--- src/rtl/quad_byte_store.sv ---
module quad_byte_store #(
  parameter int DATA_W = 8
) (
  input  logic              clk,
  input  logic              rst,
  input  logic [DATA_W-1:0] wr_data,
  input  logic [1:0]        addr,
  input  logic              save,
  input  logic              load,
  output logic [DATA_W-1:0] rd_data,
  output logic              rd_valid
);

  localparam int ENTRIES = 4;

  logic [DATA_W-1:0] store [ENTRIES];
  logic [DATA_W-1:0] gated [ENTRIES];
  logic [ENTRIES-1:0] wen;
  logic [DATA_W-1:0] low_pair, high_pair;

  for (genvar i = 0; i < ENTRIES; i++) begin : g_entry
    localparam bit HI = i[1];
    localparam bit LO = i[0];

    assign wen[i] = (HI ? addr[1] : ~addr[1]) & (LO ? addr[0] : ~addr[0]) & save;

    always_ff @(posedge clk) begin
      if (rst)
        store[i] <= '0;
      else if (wen[i])
        store[i] <= wr_data;
    end

    assign gated[i] = load ? store[i] : '0;
  end

  assign low_pair  = addr[0] ? gated[1] : gated[0];
  assign high_pair = addr[0] ? gated[3] : gated[2];
  assign rd_data   = addr[1] ? high_pair : low_pair;
  assign rd_valid  = load;

endmodule


--- config.mk ---
export PLATFORM = sky130hd
export DESIGN_NAME = quad_byte_store
export DESIGN_NICKNAME = d
export VERILOG_FILES = /design/src/rtl/quad_byte_store.sv
export SDC_FILE = /design/constraint.sdc
export NUM_CORES = 1
export LEC_CHECK = 0
export BUFFER_PORTS_ARGS = -buffer_cell sky130_fd_sc_hd__buf_4
export CAP_MARGIN = 20
export CORE_ASPECT_RATIO = 0.7
export CORE_MARGIN = 2
export CORE_UTILIZATION = 30
export DETAILED_ROUTE_END_ITERATION = 6
export PLACE_DENSITY = 0.58
export SLEW_MARGIN = 25
export SYNTH_ARGS = -nofsm -noshare
export SYNTH_HDL_FRONTEND = slang
export SYNTH_SLANG_ARGS = --single-unit
--- constraint.sdc ---
create_clock -name clk -period 1.6 [get_ports clk]
set_input_delay 0.32 -clock clk [delete_from_list [all_inputs] [get_ports clk]]
set_output_delay 0.32 -clock clk [all_outputs]
set_load 0.005 [all_outputs]
==> impl_results.md <==
* Summed instance area of the synthesized netlist at 0.00153 mm^2
* Filler instances at 480
* Total DRC errors in the routed layout at 0
* Buffer cell driving the clock tree root: clkbuf_8
* Routability congestion estimate from global placement at 0.658
* Routed wire length at 3120 um
* Synthesized instance count at 105
* Most frequent cells in the layout: 32 x and2_1, 32 x edfxtp_1, 23 x buf_4, 16 x mux2i_1, 8 x o22ai_1
* CP top delay family: buffers and inverters
* Most common cell on crit path: buf_4
* Final Util at 37.8%
* Number of register bits inferred by synthesis at 32
* Transition at the pin with the smallest max-transition slack at 0.387 ns
* Grt total ovfl at 0
* Maxcap violations at 0
* Worst supply voltage drop on vdd at 0.000445 V
* Setup-failing EPs final at 0
* Initial Utilization at 31.7%
* Highest clock frequency the design can meet at 661 MHz
* Fin crit period at 1.51 ns
* CP peak stage delay at 0.33 ns
* Pleak at 0.720 nW
* Accumulated negative setup slack at 0 ns
* Result of the run: completed
* Antenna violations before repair at 0
* Setup crit start kind: primary input
* Largest fanout of any net on the critical path at 23
* Top Ports at 23
* Met2 Resource Use GR at 21.4%
* Count of distinct cell types in the synthesized netlist at 16
* Pwr Density at 976 mW/mm^2
* Share of final-layout standard cells stronger than drive strength 1 at 29.8%
* Global-route wire length before repair at 5060 um
* Number of rows created at floorplan at 21
* CTS tree: done
* H-tree depth reported by CTS at 2
* Final HPWL from detailed placement at 2110 um
* Relative slew slack at 74.2%
* Register name with the most flops: store
* Sink count of the clock tree at 32
* Core box area at 0.00483 mm^2
* Chain of cells forming the critical path: buf_4 > mux2i_1 > o22ai_1 > buf_4
* Area of the multi-input gates at 517 um^2
* Layout overhead on the synthesized area at 19.3%
* Worst endpoint required time at 1.28 ns
* Via count of the first global-routing pass at 998
* Registers with the most flip-flops: store x32
* Pre-antenna DRT Iters at 4
* Vias/cell at 4.42
* Hold Path Stages at 2
* Max clock buf depth at 2
* Number of cells on the critical path at 4
* Storage cell area at 961 um^2
* Post-CTS setup buffer count at 0
* Average routed wire per standard cell at 15.6 um
* Met3 Usage GRT at 4.39%
* Die area at 0.00570 mm^2
* Worst path arrival time at 1.19 ns
* Layout Nets at 144
* Class of the tightest hold or removal check: primary input to flop
* Number of violations reported at the end of detailed-routing iteration 0 at 41
* GR Util All Layers at 12.6%
* Synthesis Warnings at 0
* GR met1 Demand/Resource at 14.7%
* Die span in y at 63.8 um
* Buffers on Ports at 22
* Max stage delay cell, worst path: buf_4
* Worst setup path class: primary input to output pin
* Number of diodes added for antenna fixing at 0
* Worst path bufs/invs at 2
* Clock transition at the registers of the reported paths at 0.07 ns
* Post-synthesis sequential area ratio at 62.7%
* Fin. Hold Viols at 0
* Number of buffers created by CTS at 5
* Setup repair after global routing missed its margin: no
* Die span in x at 89.4 um
* Endpoint kind of the worst setup timing path: output pin
* Routing layer with the top usage in global route: met2
* Total number of vias at 883
* Flip-flop count of the largest register, all copies and words added at 32
* Part of the cycle the worst path needs at 94.6%
* Slew Viols, Final at 0
* Routed Antenna Nets at 0
* Nets in the synthesized netlist at 119
* Mean area per synthesized cell at 14.6 um^2
* Largest net degree at the start of global routing at 24
[cell type report]
| class | instances | share of cell area, % |
|---|---|---|
| multi-input cells | 66 | 28.3 |
| well taps | 69 | 4.73 |
| clock buffers | 5 | 3.77 |
| repair buffers | 23 | 9.45 |
| flip-flops and latches | 32 | 52.6 |
| inverters | 2 | 0.411 |
| clock inverters | 3 | 0.753 |
[repair_timing]
item | in CTS | in global routing
gates resized for setup | 0 | 1
endpoints found under the hold margin | 0 | 0
endpoints found under the setup margin | 0 | 2
hold buffers | 0 | 0
[cell families after synthesis]
logic type      synth area share, %
compound gates                 5.56
buf+inv                        3.68
flops                          62.7
mux                            10.5
simple gates                   17.6
[where the power goes]
group	switching, mW	total [mW]	leakage (nW)	internal (mW)
Sequential	0.0151	1.00	0.315	0.986
Combinational	0.101	0.193	0.360	0.0919
Clock	0.295	0.589	0.0453	0.295
Total	0.411	1.78	0.720	1.37
[routing by layer]
| layer | routed length [um] | vias to the layer above |
|---|---|---|
| met4 | 27 | 0 |
| met5 | 0 | - |
| met2 | 1510 | 16 |
| met3 | 137 | 4 |
| li1 | - | 440 |
| met1 | 1450 | 423 |
[metrics by stage]
| stage | power, mW | hold slack (ns) | instances | setup slack (ns) | area, um^2 |
|---|---|---|---|---|---|
| 6_report | 1.78 | 0.336 | 200 | 0.0865 | 1830 |
| 5_1_grt | 1.85 | 0.336 | 200 | 0.0129 | 1830 |
| 4_1_cts | 1.80 | 0.328 | 200 | 0.0115 | 1820 |
| 3_5_place_dp | 1.22 | 0.625 | 192 | 0.0168 | 1740 |
| 3_3_place_gp | 1.21 | 0.620 | 192 | 0.0578 | 1740 |
| 2_1_floorplan | 1.12 | 0.518 | 105 | 0.348 | 1530 |
[worst paths after layout]
check                      start     endpoint
worst min-delay path  wr_data[5]  store[0][5]
worst max-delay path     addr[1]   rd_data[2]
[cells in the mapped netlist]
library cell / number / share of area, %
buf_2: 2 / 0.65
inv_2: 1 / 0.24
buf_6: 1 / 0.74
nand2_1: 1 / 0.24
and4bb_2: 2 / 1.6
edfxtp_1: 32 / 63
nor4b_4: 1 / 1.6
mux2i_1: 16 / 10
buf_4: 1 / 0.49
and2_1: 32 / 13
inv_1: 1 / 0.24
buf_12: 1 / 1.3
nand2b_1: 1 / 0.41
o22ai_1: 8 / 3.3
a31o_2: 4 / 2.3
and4b_1: 1 / 0.65
(Power assumes the default switching activity.)
